## src/rtl/ddr_deser_pkg.sv

```systemverilog
package ddr_deser_pkg;

   // Pipeline fill progress after reset release
   typedef enum logic [1:0] {
      FS_IDLE = 2'd0,   // nothing captured yet
      FS_EVEN = 2'd1,   // low-phase half captured
      FS_PAIR = 2'd2,   // both halves aligned
      FS_LIVE = 2'd3    // outputs carry valid data
   } fill_e;

   localparam int unsigned BITS_PER_LANE = 2;

endpackage

```

## src/rtl/ddr_edge_capture.sv

```systemverilog
module ddr_edge_capture #(
   parameter int unsigned W = 8
) (
   input  logic         clk_i,
   input  logic         rst_i,
   input  logic [W-1:0] d_i,
   output logic [W-1:0] rise_q_o,
   output logic [W-1:0] fall_q_o
);

   generate
      if (W < 1) begin : g_bad_w
         $error("ddr_edge_capture: W must be at least 1");
      end
   endgenerate

   // low-phase half, captured as the low phase closes
   always_ff @(posedge clk_i) begin
      if (rst_i) rise_q_o <= '0;
      else       rise_q_o <= d_i;
   end

   // high-phase half, captured as the high phase closes; downstream reset covers it
   always_ff @(negedge clk_i) begin
      fall_q_o <= d_i;
   end

endmodule

```

## src/rtl/ddr_phase_align.sv

```systemverilog
module ddr_phase_align #(
   parameter int unsigned W = 8
) (
   input  logic         clk_i,
   input  logic         rst_i,
   input  logic [W-1:0] rise_q_i,
   input  logic [W-1:0] fall_q_i,
   output logic [W-1:0] lo_o,
   output logic [W-1:0] hi_o
);

   generate
      if (W < 1) begin : g_bad_w
         $error("ddr_phase_align: W must be at least 1");
      end
   endgenerate

   // rise_q_i still holds the half captured one edge earlier; fall_q_i the half in between
   always_ff @(posedge clk_i) begin
      if (rst_i) begin
         lo_o <= '0;
         hi_o <= '0;
      end else begin
         lo_o <= rise_q_i;
         hi_o <= fall_q_i;
      end
   end

endmodule

```

## src/rtl/ddr_fill_tracker.sv

```systemverilog
module ddr_fill_tracker
   import ddr_deser_pkg::*;
(
   input  logic clk_i,
   input  logic rst_i,
   output logic load_en_o,
   output logic vld_o
);

   fill_e state_q;

   always_ff @(posedge clk_i) begin
      if (rst_i) begin
         state_q <= FS_IDLE;
      end else begin
         unique case (state_q)
            FS_IDLE: state_q <= FS_EVEN;
            FS_EVEN: state_q <= FS_PAIR;
            FS_PAIR: state_q <= FS_LIVE;
            default: state_q <= FS_LIVE;
         endcase
      end
   end

   assign load_en_o = (state_q == FS_PAIR) || (state_q == FS_LIVE);

   always_ff @(posedge clk_i) begin
      if (rst_i) vld_o <= 1'b0;
      else       vld_o <= load_en_o;
   end


   live_sticky_chk: assert property (@(posedge clk_i) disable iff (rst_i)
      (state_q == FS_LIVE) |=> (state_q == FS_LIVE));

endmodule

```

## src/rtl/ddr_word_assemble.sv

```systemverilog
module ddr_word_assemble #(
   parameter int unsigned LANES = 8,
   localparam int unsigned WORD_W = 2 * LANES
) (
   input  logic              clk_i,
   input  logic              rst_i,
   input  logic              load_en_i,
   input  logic [LANES-1:0]  lo_i,
   input  logic [LANES-1:0]  hi_i,
   input  logic              flag_i,
   output logic [WORD_W-1:0] word_o,
   output logic              flag_o
);

   logic [WORD_W-1:0] woven;

   generate
      if (LANES < 1) begin : g_bad_lanes
         $error("ddr_word_assemble: LANES must be at least 1");
      end
      for (genvar k = 0; k < LANES; k++) begin : g_weave
         assign woven[2*k]   = lo_i[k];
         assign woven[2*k+1] = hi_i[k];
      end
   endgenerate

   always_ff @(posedge clk_i) begin
      if (rst_i) begin
         word_o <= '0;
         flag_o <= 1'b0;
      end else if (load_en_i) begin
         word_o <= woven;
         flag_o <= flag_i;
      end
   end


   hold_when_idle_chk: assert property (@(posedge clk_i) disable iff (rst_i)
      !load_en_i |=> ($stable(word_o) && $stable(flag_o)));

endmodule

```

## src/rtl/ddr_sample_deser.sv

```systemverilog
module ddr_sample_deser
   import ddr_deser_pkg::*;
#(
   parameter int unsigned SAMPLE_W = 16,
   localparam int unsigned LANES = SAMPLE_W / BITS_PER_LANE
) (
   input  logic                clk_fwd_i,
   input  logic                rst_i,
   input  logic [LANES-1:0]    lane_a_i,
   input  logic [LANES-1:0]    lane_b_i,
   input  logic                ovf_lane_i,
   output logic [SAMPLE_W-1:0] smp_a_o,
   output logic [SAMPLE_W-1:0] smp_b_o,
   output logic                ovf_a_o,
   output logic                ovf_b_o,
   output logic                vld_o
);

   generate
      if ((SAMPLE_W % BITS_PER_LANE) != 0 || SAMPLE_W < 2) begin : g_bad_w
         $error("ddr_sample_deser: SAMPLE_W must be even and at least 2");
      end
   endgenerate

   localparam int unsigned CAP_W = 2 * LANES + 1;

   logic [CAP_W-1:0] cap_d, rise_q, fall_q, lo_q, hi_q;
   logic             load_en;

   // bundle both channels and the flag lane into one capture word
   assign cap_d = {ovf_lane_i, lane_b_i, lane_a_i};

   ddr_edge_capture #(.W(CAP_W)) u_cap (
      .clk_i    (clk_fwd_i),
      .rst_i    (rst_i),
      .d_i      (cap_d),
      .rise_q_o (rise_q),
      .fall_q_o (fall_q)
   );

   ddr_phase_align #(.W(CAP_W)) u_align (
      .clk_i    (clk_fwd_i),
      .rst_i    (rst_i),
      .rise_q_i (rise_q),
      .fall_q_i (fall_q),
      .lo_o     (lo_q),
      .hi_o     (hi_q)
   );

   ddr_fill_tracker u_fill (
      .clk_i     (clk_fwd_i),
      .rst_i     (rst_i),
      .load_en_o (load_en),
      .vld_o     (vld_o)
   );

   // channel A flag rides the high phase
   ddr_word_assemble #(.LANES(LANES)) u_asm_a (
      .clk_i     (clk_fwd_i),
      .rst_i     (rst_i),
      .load_en_i (load_en),
      .lo_i      (lo_q[LANES-1:0]),
      .hi_i      (hi_q[LANES-1:0]),
      .flag_i    (hi_q[CAP_W-1]),
      .word_o    (smp_a_o),
      .flag_o    (ovf_a_o)
   );

   // channel B flag rides the low phase
   ddr_word_assemble #(.LANES(LANES)) u_asm_b (
      .clk_i     (clk_fwd_i),
      .rst_i     (rst_i),
      .load_en_i (load_en),
      .lo_i      (lo_q[2*LANES-1:LANES]),
      .hi_i      (hi_q[2*LANES-1:LANES]),
      .flag_i    (lo_q[CAP_W-1]),
      .word_o    (smp_b_o),
      .flag_o    (ovf_b_o)
   );


   reset_clears_chk: assert property (@(posedge clk_fwd_i)
      rst_i |=> (!vld_o && smp_a_o == '0 && smp_b_o == '0 && !ovf_a_o && !ovf_b_o));


   valid_latency_chk: assert property (@(posedge clk_fwd_i) disable iff (rst_i)
      $rose(vld_o) |-> ($past(!rst_i, 1) && $past(!rst_i, 2) && $past(!rst_i, 3)));


   quiet_when_invalid_chk: assert property (@(posedge clk_fwd_i) disable iff (rst_i)
      !vld_o |-> (smp_a_o == '0 && smp_b_o == '0 && !ovf_a_o && !ovf_b_o));

endmodule

```

## config.mk

```make
export PLATFORM = sky130hd
export DESIGN_NAME = ddr_sample_deser
export DESIGN_NICKNAME = d
export VERILOG_FILES = /design/src/rtl/ddr_deser_pkg.sv /design/src/rtl/ddr_edge_capture.sv /design/src/rtl/ddr_phase_align.sv /design/src/rtl/ddr_fill_tracker.sv /design/src/rtl/ddr_word_assemble.sv /design/src/rtl/ddr_sample_deser.sv
export SDC_FILE = /design/constraint.sdc
export NUM_CORES = 1
export LEC_CHECK = 0
export CAP_MARGIN = 10
export CORE_UTILIZATION = 40
export CTS_BUF_LIST = sky130_fd_sc_hd__clkbuf_4
export DETAILED_ROUTE_END_ITERATION = 10
export PLACE_DENSITY = 0.76
export SYNTH_ARGS = -nofsm -noshare
export SYNTH_HDL_FRONTEND = slang
export SYNTH_SLANG_ARGS = --single-unit
export TNS_END_PERCENT = 100
```

## constraint.sdc

```tcl
create_clock -name clk_fwd_i -period 0.9 [get_ports clk_fwd_i]
set_input_delay 0.18 -clock clk_fwd_i [delete_from_list [all_inputs] [get_ports clk_fwd_i]]
set_output_delay 0.18 -clock clk_fwd_i [all_outputs]
set_load 0.02 [all_outputs]
```

# Word level (Yosys, flattened, before mapping)
# Cells that the tools add are included.
[totals] elab_cells=16 in_bits=19 output_inout_bits=35 reg_bits=105
[classes] n_mux=1 n_eq_ne=3 reduce_logical=2
[ops] operator="$eq A2 B2 Y1 const B" count=2
[ops] operator="$pmux W2 S2" count=1
[ops] operator="$eq A2 B1 Y1 const B" count=1
[ops] operator="$logic_not A2 Y1" count=1
[ops] operator="$logic_or A1 B1 Y1" count=1

# Longest topological paths before layout
# Gate-level depths: netlist of the first run.
[logic_depth] word_depth=2 ltp_mapped=4 ltp_nobuf=2

# By module
# From an unflattened synthesis of the first run, not the netlist that was laid out.
[hier_totals] cells_unflattened=243 area_unflattened_um2=3072.9
[by_module_without_submodules] mod="ddr_word_assemble" cells_each=55 area_each_um2=614.3 seq_area_each_um2=340.3 instances=2
[by_module_without_submodules] mod="ddr_phase_align" cells_each=71 area_each_um2=937.1 seq_area_each_um2=680.7 instances=1
[by_module_without_submodules] mod="ddr_edge_capture" cells_each=53 area_each_um2=819.5 seq_area_each_um2=680.7 instances=1
[by_module_without_submodules] mod="ddr_fill_tracker" cells_each=9 area_each_um2=87.6 seq_area_each_um2=60.1 instances=1

==> flow_summary_export.csv, run 1 <==
group,metric,value,unit
run_status,status,"finished with violations",
run_status,violations,"setup timing",
placement,dpl_cell_area,3720,um^2
clock_tree,insertion_delay,460,ps
sta,fin_crit,1100,ps
global_routing,grt_first_pass_wirelength,7510,um
sta,worst_slack,-197,ps
cells_and_area,area_delta_synth_final,36.4,%
clock_tree,hold_buffers,0,
min_path,hold_path_class,"input port to register",
worst_setup_path,crit_chain,"buf_6",
global_routing,grt.busiest_layer,"met2",
sta,fmax,912,MHz
floorplanning,fp.dieW,89.2,um
synthesis,synth_edf_count,0,
floorplanning,core,7290,um^2
synthesis,synth_area,3040,um^2
global_routing,use_met1,14.4,%
worst_setup_path,cp-start-kind,"register",
floorplanning,die_h,89.2,um
synthesis,netlist_instances,244,
routing,vias,1813,
synthesis,yosys_warnings,0,
cells_and_area,nets,348,
routing,ant_nets,0,
cells_and_area,antenna_cells,0,
worst_setup_path,crit_slowest_cell,"dfxtp_2",
worst_setup_path,cp_data_required_time,720,ps
worst_setup_path,crit_buf_inv,1,
synthesis,synth_seq_area_share,69.1,%
cells_and_area,postLayoutCoreUtil,56.9,%
pwr,ir_drop,1030,uV
cells_and_area,design_area,4150,um^2
routing,routed_wl,4750,um
pwr,leakagePower,0.00181,uW
global_routing,grt_max_degree,50,
synthesis,yosys.area.top_type,"dfxtp_1",
worst_setup_path,path_class,"register to primary output",
cells_and_area,drive_gt1_share,34.4,%
global_routing,grt_util_met2,22.1,%
placement,hpwl,3000,um
synthesis,async_flop_share,0,%
global_routing,first_global_vias,1704,
placement,dp_slack,-303,ps
worst_setup_path,worstPathMaxFanout,2,
placement,io_buffers,53,
floorplanning,start_util,41.7,%
sta,setup_violations,86,
worst_setup_path,max_stage_delay,370,ps
synthesis,synth.top_cells.by_area,"dfxtp_1 (69%), mux2i_1 (11%), nor2b_1 (10%)",
global_routing,antenna_found_initial,0,
floorplanning,row_count,31,
synthesis,syn_area_per_cell,12.5,um^2
clock_tree,clk_pin_slew,160,ps
synthesis,yosysTopAreaCellShare,69.1,%
clock_tree,cts_buffer_depth,2,
routing,vias_per_cell,4.19,
clock_tree,cts_tree,"done",
sta,finalCritPeriodShare,122,%
clock_tree,cts-root-buf,"clkbuf_4",
clock_tree,clock-sinks,105,
global_routing,groute.usage.overall,13.1,%
cells_and_area,fillers,648,
clock_tree,cts_max_level,3,
floorplanning,die_area,7960,um^2
synthesis,synth.most_common_cell,"dfxtp_1",
sta,hold_viol_final,0,
pwr,p_per_area,2040,nW/um^2
worst_setup_path,crit_arrival,920,ps
sta,finalMaxSlewViolations,0,
synthesis,synth_nets,263,
synthesis,ys_top_cells_by_count,"dfxtp_1 (105), nor2b_1 (51), nor2_1 (37)",
worst_setup_path,cp-end-kind,"primary output",
flow_run,max-cap-violations,0,
synthesis,synth_ff_type,"dfxtp_1",
worst_setup_path,crit_family,"flip-flops",
placement,gp_congestion,0.668,
global_routing,grt_overflow,0,
routing,detail_route.wl_per_cell,11.0,um
floorplanning,io_pins,54,
sta,slew_headroom,84.3,%
sta,finalSetupTns,-8650,ps
pwr,total_power,8480,uW
routing,drtPass1Iterations,2,
sta,worstMarginPinSlew,236,ps
synthesis,synth-seq-cells,105,
worst_setup_path,reg2reg_slack,-80,ps
sta,rsz0062_at_grt,"true",
routing,drc,0,
clock_tree,cts_buffers,9,
global_routing,gr-usage-met3,3.23,%
synthesis,ys_types,10,
sta,skew,32.7,ps
routing,first_iter_violations,33,
-- area by class of cell --
type	count	area, um^2	share of cell area, %
Clock buffer	10	75.1	1.81
Tap cell	99	124	2.98
Clock inverter	23	146	3.53
Multi-Input combinational cell	123	856	20.6
Timing Repair Buffer	72	795	19.1
Sequential cell	105	2150	51.8
Inverter	1	3.75	0.0904
-- kinds of logic (layout without fill, tap and decap cells) --
logic type             count (synthesis)  after routing  synth area share (%)
flip-flops                           105            105                  69.1
buffers and inverters                 16            106                  4.52
AO/OA/AOI/OAI                          1              1                 0.164
AND/OR/NAND/NOR                       88             88                  15.0
multiplexers                          34             34                  11.2
-- report_power, final --
| group | total (uW) | switching (uW) | internal, uW |
|---|---|---|---|
| sequential | 4960 | 85.9 | 4870 |
| combinational | 714 | 296 | 418 |
| clock | 2810 | 1560 | 1250 |
-- registers in the layout, summed over array words and instances (netlist names) --
name,count
u_align.lo_o,17
u_asm_a.flag_o,1
u_asm_a.word_o,16
u_fill.state_q,2
u_align.hi_o,17
u_fill.vld_o,1
u_cap.fall_q_o,17
u_asm_b.flag_o,1
u_cap.rise_q_o,17
u_asm_b.word_o,16
-- what timing repair did --
action	CTS	global route
setup buffers	5	1
endpoints found under the hold margin	0	0
pin swaps	0	4
setup endpoints to repair	86	89
gates cloned	2	0
resized for setup	255	13
-- per-stage QoR --
step / cells / hold WS, ps
after floorplan: 244 / 308
after global placement: 396 / 419
after detailed placement: 396 / 420
after CTS: 435 / 159
after global routing: 433 / 174
final: 433 / 196
-- worst paths after layout --
path                                    startpoint  cells past startpoint                 to
worst max-delay path             u_asm_a.word_o[0]                      1         smp_a_o[0]
worst min-delay path                         rst_i                      3  u_asm_a.word_o[6]
worst max register to register  u_cap.fall_q_o[12]                      1   u_align.hi_o[12]
worst min register to register  u_cap.rise_q_o[13]                      1   u_align.lo_o[13]
-- routing by layer --
metal	vias to the layer above	part of all wire, %
met2	37	50
met1	828	44
met4	0	2.6
met3	10	3.8
li1	938	-
met5	-	0
-- cells in the final DEF (no fill, tap or decap) --
master / Yosys / final
nor2b_1: 51 / 44
clkinv_2: 0 / 2
buf_12: 3 / 6
clkinv_1: 0 / 1
dfxtp_2: 0 / 37
buf_2: 8 / 1
clkbuf_4: 0 / 10
clkinv_4: 0 / 1
nor2b_4: 0 / 7
buf_4: 1 / 11
dfxtp_1: 105 / 67
buf_6: 2 / 37
mux2i_1: 34 / 34
a21oi_1: 1 / 1
inv_1: 2 / 18
bufinv_16: 0 / 2
clkdlybuf4s50_1: 0 / 17
nor2_1: 37 / 37
dfxtp_4: 0 / 1
No activity file was read; power rests on OpenSTA's default activity.
==> run 2: changes to the inputs <==
--- a/config.mk
+++ b/config.mk
@@ -7,7 +7,7 @@
 export LEC_CHECK = 0
 export CAP_MARGIN = 10
 export CORE_UTILIZATION = 40
-export CTS_BUF_LIST = sky130_fd_sc_hd__clkbuf_4
+export CTS_BUF_LIST = sky130_fd_sc_hd__clkbuf_8 sky130_fd_sc_hd__clkbuf_16
 export DETAILED_ROUTE_END_ITERATION = 10
 export PLACE_DENSITY = 0.76
 export SYNTH_ARGS = -nofsm -noshare
==> run 2 against run 1 <==
First-iteration DRC count is 67% higher. Largest power group unchanged. Hold slack better by 67 ps. Non-clock buffer count up 2. Sequential share of layout area shrank 1.1 points. Clock power increased by 15%. Register-to-register slack got worse by 30 ps. Cell count rose by 0.46%. Sequential power about the same. Utilization up 1.2 points. The run still ends with setup timing left. Clock-buffer cell count increased by 1.
==> flow_summary_export.csv, run 2 (same netlist as run 1, synthesis figures left out) <==
group,metric,value,unit
run_status,status,"finished with violations",
run_status,violations,"setup timing",
cells_and_area,fillers,630,
global_routing,groute.usage.overall,12.8,%
cells_and_area,antenna_cells,0,
floorplanning,io_pins,54,
sta,skew,44.3,ps
clock_tree,hold_buffers,0,
sta,rsz0062_at_grt,"true",
global_routing,grt_max_degree,50,
sta,slew_headroom,84.3,%
pwr,ir_drop,914,uV
clock_tree,clk_pin_slew,90,ps
routing,vias_per_cell,4.15,
worst_setup_path,path_class,"register to register",
placement,dp_cells,396,
global_routing,grt_overflow,0,
cells_and_area,drive_gt1_share,34.8,%
routing,first_iter_violations,55,
pwr,p_seq_share,55.4,%
worst_setup_path,worstPathMaxFanout,8,
cells_and_area,layout.cells.non_filler,435,
placement,gp_congestion,0.668,
cells_and_area,seqCellArea,2150,um^2
floorplanning,fp.dieW,89.2,um
sta,fmax,994,MHz
floorplanning,row_count,31,
clock_tree,clock-sinks,105,
routing,drc,0,
cells_and_area,final_cell_mix,"dfxtp_1 (67), nor2b_1 (46), dfxtp_2 (37)",
routing,ant_nets,0,
sta,holdWs,263,ps
routing,vias,1804,
floorplanning,start_util,41.7,%
cells_and_area,multi_input_area,843,um^2
routing,drtPass1Iterations,4,
placement,io_buffers,53,
floorplanning,die_h,89.2,um
cells_and_area,nets,350,
cells_and_area,postLayoutCoreUtil,58.1,%
sta,fin_crit,1010,ps
clock_tree,cts_max_level,3,
global_routing,grt_first_pass_wirelength,7380,um
floorplanning,core,7290,um^2
clock_tree,cts_tree,"done",
global_routing,antenna_found_initial,0,
clock_tree,cts-root-buf,"clkbuf_8",
clock_tree,cts_buffers,9,
routing,detail_route.wl_per_cell,10.7,um
min_path,hold_path_class,"input port to register",
worst_setup_path,cp-start-kind,"register",
sta,finalMaxSlewViolations,0,
sta,worst_slack,-106,ps
pwr,leakagePower,0.00185,uW
flow_run,max-cap-violations,0,
sta,worstMarginPinSlew,236,ps
pwr,power_frac_clock,36.1,%
worst_setup_path,crit_arrival,1240,ps
pwr,comb_power_share,8.5,%
routing,routed_wl,4670,um
clock_tree,insertion_delay,380,ps
cells_and_area,layout_commonest_cell,"dfxtp_1",
pwr,power_switching_share,22.3,%
pwr,internal-power,6930,uW
worst_setup_path,cp_data_required_time,1130,ps
sta,finalCritPeriodShare,112,%
sta,setup_violations,86,
placement,hpwl,3000,um
floorplanning,die_area,7960,um^2
pwr,p_per_area,2100,nW/um^2
clock_tree,cts_buffer_depth,2,
pwr,power_switching,1990,uW
cells_and_area,area_delta_synth_final,39.3,%
worst_setup_path,cp-end-kind,"register",
sta,hold_viol_final,0,
global_routing,first_global_vias,1680,
run 2: cell type report:
class                   count  share of cell area [%]
repair buffers             74                    19.7
clock buffers              11                    3.84
multi-input cells         123                    19.9
clock inverters            22                    2.74
flip-flops and latches    105                    50.8
well taps                  99                    2.92
inverters                   1                  0.0885
run 2: repair_timing:
item                       CTS  global route
gates resized for setup    256            13
gates cloned                 2             0
setup endpoints to repair   86            88
pin swaps                    0             7
setup buffers                5             1
hold endpoints to repair     0             0
run 2: per-layer routing:
layer	up-vias	routed length [um]	track usage, %
met4	0	57	8.23
met2	35	2330	21.8
met1	829	2120	14.0
li1	936	-	-
met3	4	170	3.51
met5	-	0	0
run 2: final timing paths:
path	slack, ps	cells after the start	from	endpoint
worst max-delay path	-110	4	u_fill.state_q[1]	u_asm_a.word_o[14]
worst min-delay path	260	3	rst_i	u_asm_a.word_o[10]
worst max register to register	-110	4	u_fill.state_q[1]	u_asm_a.word_o[14]
worst min register to register	440	1	u_cap.rise_q_o[13]	u_align.lo_o[13]
run 2: stage by stage:
| stage | setup TNS, ps | area (um^2) | total power (uW) | setup slack [ps] |
|---|---|---|---|---|
| after global routing | -10150 | 4240 | 9430 | -164 |
| after global placement | -12890 | 3720 | 5780 | -294 |
| final | -6610 | 4240 | 8920 | -106 |
| after CTS | -7630 | 4220 | 9040 | -119 |
| after detailed placement | -13610 | 3720 | 5800 | -303 |
| after floorplan | -1280 | 3050 | 5550 | -43.4 |
run 2: worst max-delay path, stage by stage, from the launching register on:
cell and delay, ps:
dfxtp_4 370, buf_12 130, buf_12 140, mux2i_1 190, nor2_1 50
run 2: power by group through the flow:
stage          Clock [uW]  Sequential (uW)  Combinational, uW
3_3_place_gp          123             5020                633
4_1_cts              3330             4940                766
6_report             3220             4940                761
5_1_grt              3650             4960                818
2_1_floorplan         123             5070                352
3_5_place_dp          123             5030                643
